### src/rtl/bst_pkg.sv
package bst_pkg;

  // Ordering of beats inside a burst, selected by a static input.
  typedef enum logic {
    ORD_INTERLEAVE = 1'b0,
    ORD_LINEAR     = 1'b1
  } bst_order_e;

  // Which strobe caused a load (for readability of the arbiter).
  typedef enum logic [1:0] {
    SRC_NONE = 2'd0,
    SRC_CTRL = 2'd1,
    SRC_PROC = 2'd2
  } bst_src_e;

endpackage

### src/rtl/bst_strobe_arb.sv
module bst_strobe_arb
  import bst_pkg::*;
(
  input  logic     sel_n,
  input  logic     adsp_n,
  input  logic     adsc_n,
  output logic     load,
  output bst_src_e src
);

  // Controller strobe is honoured regardless of select; the processor
  // strobe only counts while the block is selected.
  always_comb begin
    if (!adsc_n) begin
      src = SRC_CTRL;
    end else if (!adsp_n && !sel_n) begin
      src = SRC_PROC;
    end else begin
      src = SRC_NONE;
    end
  end

  assign load = (src != SRC_NONE);

endmodule

### src/rtl/bst_addr_reg.sv
module bst_addr_reg #(
  parameter int ADDR_W = 19
) (
  input  logic              clk,
  input  logic              rst_n,
  input  logic              load,
  input  logic [ADDR_W-1:0] d,
  output logic [ADDR_W-1:0] q
);

  always_ff @(posedge clk or negedge rst_n) begin
    if (!rst_n) begin
      q <= '0;
    end else if (load) begin
      q <= d;
    end
  end

endmodule

### src/rtl/bst_beat_ctr.sv
module bst_beat_ctr #(
  parameter int CNT_W = 2
) (
  input  logic             clk,
  input  logic             rst_n,
  input  logic             clr,
  input  logic             adv,
  output logic [CNT_W-1:0] cnt
);

  localparam logic [CNT_W-1:0] ONE = CNT_W'(1);

  // Clear wins over advance; the counter wraps naturally at its width.
  always_ff @(posedge clk or negedge rst_n) begin
    if (!rst_n) begin
      cnt <= '0;
    end else if (clr) begin
      cnt <= '0;
    end else if (adv) begin
      cnt <= cnt + ONE;
    end
  end

endmodule

### src/rtl/bst_seq_map.sv
module bst_seq_map
  import bst_pkg::*;
#(
  parameter int CNT_W = 2
) (
  input  logic [CNT_W-1:0] start,
  input  logic [CNT_W-1:0] cnt,
  input  bst_order_e       order,
  output logic [CNT_W-1:0] low
);

  logic [CNT_W-1:0] low_xor;
  logic [CNT_W-1:0] low_add;

  // Interleaved ordering: each bit toggled by the matching count bit.
  for (genvar b = 0; b < CNT_W; b++) begin : g_xor
    assign low_xor[b] = start[b] ^ cnt[b];
  end

  // Linear ordering: modular add, the carry out is dropped.
  assign low_add = start + cnt;

  always_comb begin
    unique case (order)
      ORD_LINEAR:     low = low_add;
      ORD_INTERLEAVE: low = low_xor;
      default:        low = low_xor;
    endcase
  end

endmodule

### src/rtl/bst_addr_gen.sv
module bst_addr_gen
  import bst_pkg::*;
#(
  parameter int ADDR_W = 19,
  parameter int CNT_W  = 2
) (
  input  logic              clk,
  input  logic              rst_n,
  input  logic              sel_n,
  input  logic              adsp_n,
  input  logic              adsc_n,
  input  logic              adv_n,
  input  logic              mode_lin,
  input  logic [ADDR_W-1:0] addr_in,
  output logic [ADDR_W-1:0] addr_out
);

  localparam int UP_W = ADDR_W - CNT_W;

  logic              load;
  bst_src_e          src;
  logic [ADDR_W-1:0] base_q;
  logic [CNT_W-1:0]  cnt_q;
  logic [CNT_W-1:0]  low;
  bst_order_e        order;

  assign order = mode_lin ? ORD_LINEAR : ORD_INTERLEAVE;

  bst_strobe_arb u_arb (
    .sel_n  (sel_n),
    .adsp_n (adsp_n),
    .adsc_n (adsc_n),
    .load   (load),
    .src    (src)
  );

  bst_addr_reg #(.ADDR_W(ADDR_W)) u_areg (
    .clk   (clk),
    .rst_n (rst_n),
    .load  (load),
    .d     (addr_in),
    .q     (base_q)
  );

  bst_beat_ctr #(.CNT_W(CNT_W)) u_ctr (
    .clk   (clk),
    .rst_n (rst_n),
    .clr   (load),
    .adv   (!adv_n),
    .cnt   (cnt_q)
  );

  bst_seq_map #(.CNT_W(CNT_W)) u_map (
    .start (base_q[CNT_W-1:0]),
    .cnt   (cnt_q),
    .order (order),
    .low   (low)
  );

  logic [UP_W-1:0] upper;
  assign upper    = base_q[ADDR_W-1:CNT_W];
  assign addr_out = {upper, low};

endmodule

### config.mk
export PLATFORM = sky130hd
export DESIGN_NAME = bst_addr_gen
export DESIGN_NICKNAME = d
export VERILOG_FILES = /design/src/rtl/bst_pkg.sv /design/src/rtl/bst_strobe_arb.sv /design/src/rtl/bst_addr_reg.sv /design/src/rtl/bst_beat_ctr.sv /design/src/rtl/bst_seq_map.sv /design/src/rtl/bst_addr_gen.sv
export SDC_FILE = /design/constraint.sdc
export NUM_CORES = 1
export LEC_CHECK = 0
export ABC_AREA = 0
export BUFFER_PORTS_ARGS = -buffer_cell sky130_fd_sc_hd__buf_2
export CORE_MARGIN = 4
export CORE_UTILIZATION = 48
export DETAILED_ROUTE_END_ITERATION = 8
export PLACE_DENSITY = 0.82
export SYNTH_ARGS = -nofsm -noshare
export SYNTH_HDL_FRONTEND = slang
export SYNTH_SLANG_ARGS = --single-unit
### constraint.sdc
create_clock -name clk -period 1.3 [get_ports clk]
set_input_delay 0 -clock clk [delete_from_list [all_inputs] [get_ports clk]]
set_output_delay 0 -clock clk [all_outputs]
set_load 0.01 [all_outputs]
==> impl_metrics.py, run 1 <==
metrics = {
    "run_status": {
        "status": "finished, final reports clean",
    },
    "logic_synthesis": {
        "yosys-top-cells-area": "dfrtp_1 (54%), mux2_2 (21%), buf_4 (13%)",
        "syn_inst": 70,
        "synth-seq-area-share_pct": 54.4,
        "synth_top_area_cell": "dfrtp_1",
        "synth_area_um2": 966,
        "synth_top_area_share_pct": 54.4,
        "yosysUniqueCellTypes": 14,
        "syn_avg_cell_area_um2": 13.8,
        "ys_seq_elements": 21,
        "ys_warn_count": 0,
        "synth_fp_nets": 97,
    },
    "timing": {
        "hold-worst-slack_ps": 150,
        "slew_headroom_pct": 70.2,
        "period_needed_ps": 1200,
        "tns_ps": 0,
        "hold_violations": 0,
        "fin_ws_ps": 101,
        "tightest_slew_ps": 447,
        "finalClockSkew_ps": 0.0388,
        "drv_slew": 0,
        "fin_crit_sh_pct": 92.2,
        "rsz0062_at_grt": "no",
        "setup-violations-final": 0,
        "clock.fmax_mhz": 834,
    },
    "finish": {
        "post-route-util_pct": 72.6,
        "nets": 148,
        "drive_above_1_share_pct": 56.7,
        "syn2layout_area_growth_pct": 36.8,
        "multi_input_area_um2": 287,
        "seq_area_um2": 526,
        "n_fill_cell": 140,
        "antenna_cells": 0,
    },
    "clock_tree": {
        "htree_levels": 1,
        "cts_setup_buffers": 0,
        "clk_path_buf_depth": 2,
        "clock-sinks": 21,
        "cts_buffers": 3,
        "clk_pin_slew_ps": 110,
        "clock_tree.root_cell": "clkbuf_4",
        "cts_tree": "done",
        "clk_latency_ps": 290,
    },
    "drt": {
        "via_count": 635,
        "drc": 0,
        "via_per_inst": 4.38,
        "ant_nets": 0,
        "dr.pass1.iters": 1,
        "drt-total-wl_mm": 1.74,
        "drt-initial-drc-count": 0,
        "wire_per_inst_um": 12.0,
    },
    "grt": {
        "grt_pass1_vias": 684,
        "grt_pass1_wl_mm": 2.92,
        "grt-ovfl-total": 0,
        "grt_usage_pct": 14.3,
        "grt_antenna_before_repair": 0,
        "grt_max_degree": 22,
    },
    "setup_path": {
        "required_ps": 1300,
        "endpoint_kind": "output port",
        "cp-start-kind": "register",
        "criticalPathCategory": "register to output port",
        "r2r_setup_slack_ps": 390,
        "cp_max_fo": 2,
        "worstPathArrival_ps": 1200,
    },
    "die": {
        "die_area_um2": 2790,
        "placementRows": 15,
        "die_x_um": 52.9,
        "start_util_pct": 53.1,
        "io_pins": 45,
        "die_h_um": 52.9,
        "core_um2": 1820,
    },
    "placement": {
        "io_buffers": 44,
        "place.gp.congestion": 0.661,
        "dp_slack_ps": 351,
    },
    "job": {
        "drv_cap": 0,
    },
    "power": {
        "power_density_nw_per_um2": 1020,
        "leakage_uw": 0.000642,
        "irDropWorstVdd_mv": 0.775,
    },
    "hold_path": {
        "min-delay-path-class": "input pin to register",
    },
}
[final cells by class]
class / count / share of cell area, %
clock inverter: 1 / 0.379
timing repair buffer: 66 / 34.1
sequential: 21 / 39.8
clock buffer: 3 / 1.70
tap: 25 / 2.37
multi-input combinational: 29 / 21.7
[synth_stat cells (all sizes together)]
cell / n
nor2: 1
dfrtp: 21
xor2: 1
nor3: 1
ha: 1
mux2: 19
o21ai: 1
nor2b: 2
buf: 19
clkbuf: 1
xnor2: 2
nand2: 1
[power breakdown]
| part | total, µW | internal, µW | leakage [µW] | switching [µW] |
|---|---|---|---|---|
| clock network | 297 | 114 | 0.0000177 | 182 |
| logic | 309 | 183 | 0.000376 | 126 |
| registers | 746 | 716 | 0.000249 | 30.0 |
| total | 1350 | 1010 | 0.000642 | 338 |
[sequential cells by signal, indices dropped and copies added (netlist names)]
register / cells
u_areg.q: 19
u_ctr.cnt: 2
[worst max-delay path, stage by stage (launching register included)]
cell and delay, ps:
dfrtp_1 420, xor2_1 210, xnor2_1 140, buf_2 150
[worst paths after layout]
check                                   from           end  cells after the start
min in group asynchronous              rst_n   u_areg.q[2]                      2
worst max register to register  u_ctr.cnt[0]  u_ctr.cnt[1]                      3
max in group asynchronous              rst_n  u_areg.q[11]                      2
worst min-delay path                  adsc_n  u_ctr.cnt[1]                      4
worst min register to register   u_areg.q[9]   u_areg.q[9]                      1
worst max-delay path            u_ctr.cnt[1]   addr_out[1]                      3
[metal layers]
layer | GRT usage [%] | vias to the layer above | routed length [µm]
met5 | 0 | - | 0
met4 | 5.11 | 0 | 0
met3 | 3.10 | 0 | 104
met2 | 25.8 | 17 | 951
met1 | 16.4 | 304 | 687
li1 | - | 314 | -
[layout by cell type, fill, tap and decap left out]
master	netlist	final
buf_12	0	1
buf_2	0	44
clkbuf_4	0	3
clkinv_2	0	1
dfrtp_1	21	21
dlygate4sd3_1	0	21
ha_1	1	1
mux2_1	1	1
mux2_2	18	18
nand2_1	1	1
nor2_1	1	1
nor2b_1	2	2
nor3_1	1	1
o21ai_2	1	1
xnor2_1	2	2
xor2_1	1	1
[per-stage QoR]
| stage | power (µW) | cells | instance area (µm²) |
|---|---|---|---|
| after floorplan | 969 | 70 | 966 |
| after global placement | 1010 | 120 | 1080 |
| after detailed placement | 1020 | 120 | 1080 |
| after CTS | 1370 | 145 | 1320 |
| after global routing | 1430 | 145 | 1320 |
| final | 1350 | 145 | 1320 |
[repair_timing]
item	CTS	global route
hold buffers	21	0
endpoints found under the hold margin	41	0
resized for setup	0	0
[cell families (layout without fill, tap and decap cells)]
kind of cell / after synthesis / count (layout) / synth area share [%]
DFF: 21 / 21 / 54.4
buffers and inverters: 20 / 70 / 15.9
muxes: 19 / 19 / 22.1
and+or+nand+nor: 5 / 5 / 2.59
xor gates and xnor gates: 3 / 3 / 2.72
adders and majority gates: 1 / 1 / 1.30
AOI/OAI and AO/OA: 1 / 1 / 0.907
(Power assumes the default switching activity.)
==> inputs of run 2 (changes only) <==
MAX_ROUTING_LAYER = met4   (was unset)
==> run 2 against run 1 <==
Via count shrank 0.47%. Clock-buffer cell count is the same. First-iteration DRC count is the same. Cell count is the same. Die area is the same. Clock power shrank 1%. Total power shrank 0.28%. Fmax grew 0.18%. Worst hold slack gained 0.56 ps. Sequential power is essentially flat. Largest cell class unchanged. Largest power group unchanged.
==> impl_metrics.py, run 2 (same netlist as run 1, synthesis figures left out) <==
metrics = {
    "hold_path": {
        "min-delay-path-class": "input pin to register",
        "min_path_cells": 4,
    },
    "drt": {
        "drt-total-wl_mm": 1.74,
        "via_count": 632,
        "drt-initial-drc-count": 0,
        "drc": 0,
        "wire_per_inst_um": 12.0,
        "via_per_inst": 4.36,
        "dr.pass1.iters": 1,
        "ant_nets": 0,
    },
    "timing": {
        "drv_slew": 0,
        "rsz0062_at_grt": "no",
        "tightest_slew_ps": 446,
        "period_needed_ps": 1200,
        "tns_ps": 0,
        "finalClockSkew_ps": 0.0388,
        "setup-violations-final": 0,
        "clock.fmax_mhz": 836,
        "hold_violations": 0,
        "slew_headroom_pct": 70.3,
        "fin_crit_sh_pct": 92.0,
    },
    "job": {
        "drv_cap": 0,
    },
    "clock_tree": {
        "ctsResizeCount": 0,
        "clock_tree.root_cell": "clkbuf_4",
        "clk_path_buf_depth": 2,
        "clk_pin_slew_ps": 110,
        "cts_buffers": 3,
        "htree_levels": 1,
        "clk_latency_ps": 290,
        "cts_tree": "done",
        "clock-sinks": 21,
    },
    "setup_path": {
        "cp_max_fo": 2,
        "criticalPathCategory": "register to output port",
        "rr_worst_depth": 3,
        "cp-start-kind": "register",
        "worstPathArrival_ps": 1200,
        "required_ps": 1300,
        "endpoint_kind": "output port",
    },
    "grt": {
        "grt_max_degree": 22,
        "grt_usage_pct": 14.7,
        "grt_pass1_wl_mm": 2.92,
        "grt_antenna_before_repair": 0,
        "grt_pass1_vias": 683,
        "grt-ovfl-total": 0,
    },
    "finish": {
        "largestRegisters": "u_areg.q (19), u_ctr.cnt (2)",
        "antenna_cells": 0,
        "syn2layout_area_growth_pct": 36.8,
        "regMostFlops": "u_areg.q",
        "drive_above_1_share_pct": 56.7,
        "final_common_cell": "buf_2",
        "largest_reg_flops": 19,
        "nets": 148,
        "final_area_um2": 1320,
        "layout_common_cells": "buf_2 (44), dlygate4sd3_1 (21), dfrtp_1 (21)",
    },
    "placement": {
        "placed_cell_area_um2": 1080,
        "place.gp.congestion": 0.667,
        "io_buffers": 44,
    },
    "die": {
        "io_pins": 45,
        "die_x_um": 52.9,
        "start_util_pct": 53.1,
        "core_um2": 1820,
        "die_area_um2": 2790,
        "placementRows": 15,
        "die_h_um": 52.9,
    },
    "power": {
        "power_density_nw_per_um2": 1020,
        "irDropWorstVdd_mv": 0.776,
        "leakage_uw": 0.000642,
    },
    "run_status": {
        "status": "finished, final reports clean",
    },
}
[run 2: worst paths after layout]
path                                end    startpoint  slack (ps)
setup / recovery            addr_out[1]  u_ctr.cnt[1]         100
hold / removal             u_ctr.cnt[1]        adsc_n         150
setup reg to reg           u_ctr.cnt[1]  u_ctr.cnt[0]         390
hold reg to reg             u_areg.q[9]   u_areg.q[9]         510
max in group asynchronous  u_areg.q[11]         rst_n         800
min in group asynchronous   u_areg.q[2]         rst_n         190
[run 2: worst max-delay path: stages (launching register included)]
cell and delay, ps:
dfrtp_1 420, xor2_1 210, xnor2_1 140, buf_2 150
[run 2: repair_timing]
action                                 4_1_cts  5_1_grt
endpoints found under the hold margin       41        0
hold buffers                                21        0
setup endpoints to repair                    0        0
setup buffers                                0        0
[run 2: power breakdown]
part / leakage (µW) / internal [µW] / switching (µW)
Combinational: 0.000376 / 183 / 126
Sequential: 0.000249 / 716 / 30.0
Clock: 0.0000177 / 114 / 179
[run 2: final cells by class]
class / instances / area [µm²]
Tap cell: 25 / 31.3
Fill cell: 140 / 499
Timing Repair Buffer: 66 / 450
Clock inverter: 1 / 5.00
Sequential cell: 21 / 526
Multi-Input combinational cell: 29 / 287
Clock buffer: 3 / 22.5
[run 2: routing by layer]
metal  routed length, µm  global-route usage [%]  vias up
li1                    -                       -      313
met1                 681                    16.6      300
met2                 949                    25.8       17
met3                 100                    2.82        2
met4                   5                    5.11        0
met5                   0                       -        -
[run 2: through the flow]
step	hold WS (ps)	total power [µW]	std cells	setup slack [ps]	util, %
2_1_floorplan	-296	969	70	491	-
3_3_place_gp	-33.6	1010	120	384	59.5
3_5_place_dp	-33.1	1020	120	351	59.5
4_1_cts	151	1370	145	77.7	72.6
5_1_grt	158	1430	145	18.7	72.6
6_report	150	1350	145	103	72.6
==> inputs of run 3 (changes only) <==
SETUP_SLACK_MARGIN = 0.3   (was unset)
==> run 3 against run 2 <==
Clock power is essentially flat. Register-to-register slack worse by 30 ps. Sequential power about the same. Utilization increased by 1.7 points. Via count rose by 0.79%. Combinational power up 6%. Critical endpoint unchanged.
==> impl_metrics.py, run 3 (same netlist as run 1, synthesis figures left out) <==
metrics = {
    "run_status": {
        "status": "finished, final reports clean",
    },
    "setup_path": {
        "cp_max_fo": 3,
        "endpoint_kind": "output port",
        "cp-start-kind": "register",
        "required_ps": 1300,
        "worstPathArrival_ps": 1210,
        "crit_slowest_cell": "dfrtp_1",
        "criticalPathCategory": "register to output port",
        "max_stage_delay_ps": 440,
        "crit_chain": "ha_4 -> nand2_2 -> xnor2_1 -> buf_2",
        "critPathBufInv": 1,
        "critPathTopFamily": "flip-flops",
    },
    "timing": {
        "slew_headroom_pct": 70.4,
        "setup-violations-final": 0,
        "rsz0062_at_grt": "yes",
        "fin_crit_sh_pct": 93.2,
        "finalClockSkew_ps": 0.0373,
        "tns_ps": 0,
        "period_needed_ps": 1210,
        "hold_violations": 0,
        "clock.fmax_mhz": 825,
        "fin_ws_ps": 88.3,
        "drv_slew": 0,
        "tightest_slew_ps": 444,
    },
    "drt": {
        "drt-initial-drc-count": 0,
        "wire_per_inst_um": 12.1,
        "drc": 0,
        "via_per_inst": 4.36,
        "via_count": 637,
        "drt-total-wl_mm": 1.77,
        "dr.pass1.iters": 1,
        "ant_nets": 0,
    },
    "clock_tree": {
        "clk_latency_ps": 290,
        "clock_tree.root_cell": "clkbuf_4",
        "cts_tree": "done",
        "clock-sinks": 21,
        "clk_path_buf_depth": 2,
        "htree_levels": 1,
        "clk_pin_slew_ps": 110,
        "cts_buffers": 3,
    },
    "power": {
        "intPower_uw": 1030,
        "irDropWorstVdd_mv": 0.780,
        "p_comb_share_pct": 23.9,
        "power.switching_uw": 340,
        "pwr-share-clk_pct": 21.4,
        "power_density_nw_per_um2": 1010,
        "leakage_uw": 0.000649,
        "seqPwrFrac_pct": 54.7,
        "switching_share_pct": 24.9,
    },
    "grt": {
        "grt_usage_pct": 14.4,
        "grtUsageMet1_pct": 16.6,
        "use_met3_pct": 2.54,
        "globalRouteMet2Util_pct": 25.2,
        "grt_max_degree": 22,
        "grt_pass1_wl_mm": 2.88,
        "grt-ovfl-total": 0,
        "grt-busiest-layer": "met2",
        "grt_pass1_vias": 677,
        "grt_antenna_before_repair": 0,
    },
    "finish": {
        "nets": 149,
        "regMostFlops": "u_areg.q",
        "layout_common_cells": "buf_2 (43), dlygate4sd3_1 (21), dfrtp_1 (21)",
        "final_common_cell": "buf_2",
        "syn2layout_area_growth_pct": 40.0,
        "layoutNonFillerInstCount": 146,
        "antenna_cells": 0,
        "drive_above_1_share_pct": 59.5,
        "largestRegisters": "u_areg.q (19), u_ctr.cnt (2)",
        "largest_reg_flops": 19,
    },
    "die": {
        "core_um2": 1820,
        "start_util_pct": 53.1,
        "die_x_um": 52.9,
        "io_pins": 45,
        "die_area_um2": 2790,
        "placementRows": 15,
        "die_h_um": 52.9,
    },
    "placement": {
        "dp.cells": 120,
        "place.gp.congestion": 0.667,
        "io_buffers": 44,
        "dp_slack_ps": 351,
    },
    "hold_path": {
        "min-delay-path-class": "input pin to register",
    },
    "job": {
        "drv_cap": 0,
    },
}
-- run 3: path summary, 6_finish.rpt --
kind / start / to / slack, ps / cells past startpoint
max in group asynchronous: rst_n / u_areg.q[11] / 800 / 2
hold / removal: adsc_n / u_ctr.cnt[1] / 150 / 4
setup reg to reg: u_ctr.cnt[0] / u_ctr.cnt[1] / 360 / 3
setup / recovery: u_ctr.cnt[0] / addr_out[1] / 90 / 4
min in group asynchronous: rst_n / u_areg.q[2] / 190 / 2
hold reg to reg: u_areg.q[17] / u_areg.q[17] / 500 / 1
-- run 3: cell type report --
class	instances	area (µm²)
Clock inverter	1	5.00
Clock buffer	3	22.5
Sequential cell	21	526
Fill cell	135	468
Multi-Input combinational cell	29	304
Tap cell	25	31.3
Timing Repair Buffer	67	464
-- run 3: worst min-delay path, cell delays in order --
cell,delay (ps)
buf_2,100
o21ai_2,70
buf_12,170
nor2_1,70
-- run 3: repair_timing --
action,in CTS,in global routing
resized for setup,3,2
setup endpoints to repair,2,3
setup buffers,1,0
hold endpoints to repair,41,0
hold buffers,21,0
pin swaps,3,0
-- run 3: metal layers --
layer	up-vias	part of all wire, %
met1	303	39
li1	315	-
met2	17	55
met3	2	5.5
met4	0	0.28
met5	-	0
-- run 3: power by group through the flow --
| stage | registers (µW) | clock network, µW | logic (µW) |
|---|---|---|---|
| after floorplan | 753 | 0 | 216 |
| after global placement | 757 | 0 | 256 |
| after detailed placement | 759 | 0 | 264 |
| after CTS | 745 | 310 | 327 |
| after global routing | 757 | 332 | 359 |
| final | 748 | 293 | 327 |
-- run 3: stage by stage --
step	hold slack [ps]	power, µW	utilization, %	instance area (µm²)
6_report	151	1370	74.3	1350
5_1_grt	158	1450	74.3	1350
4_1_cts	151	1380	73.6	1340
3_5_place_dp	-33.1	1020	59.5	1080
3_3_place_gp	-33.6	1010	59.5	1080
2_1_floorplan	-296	969	-	966
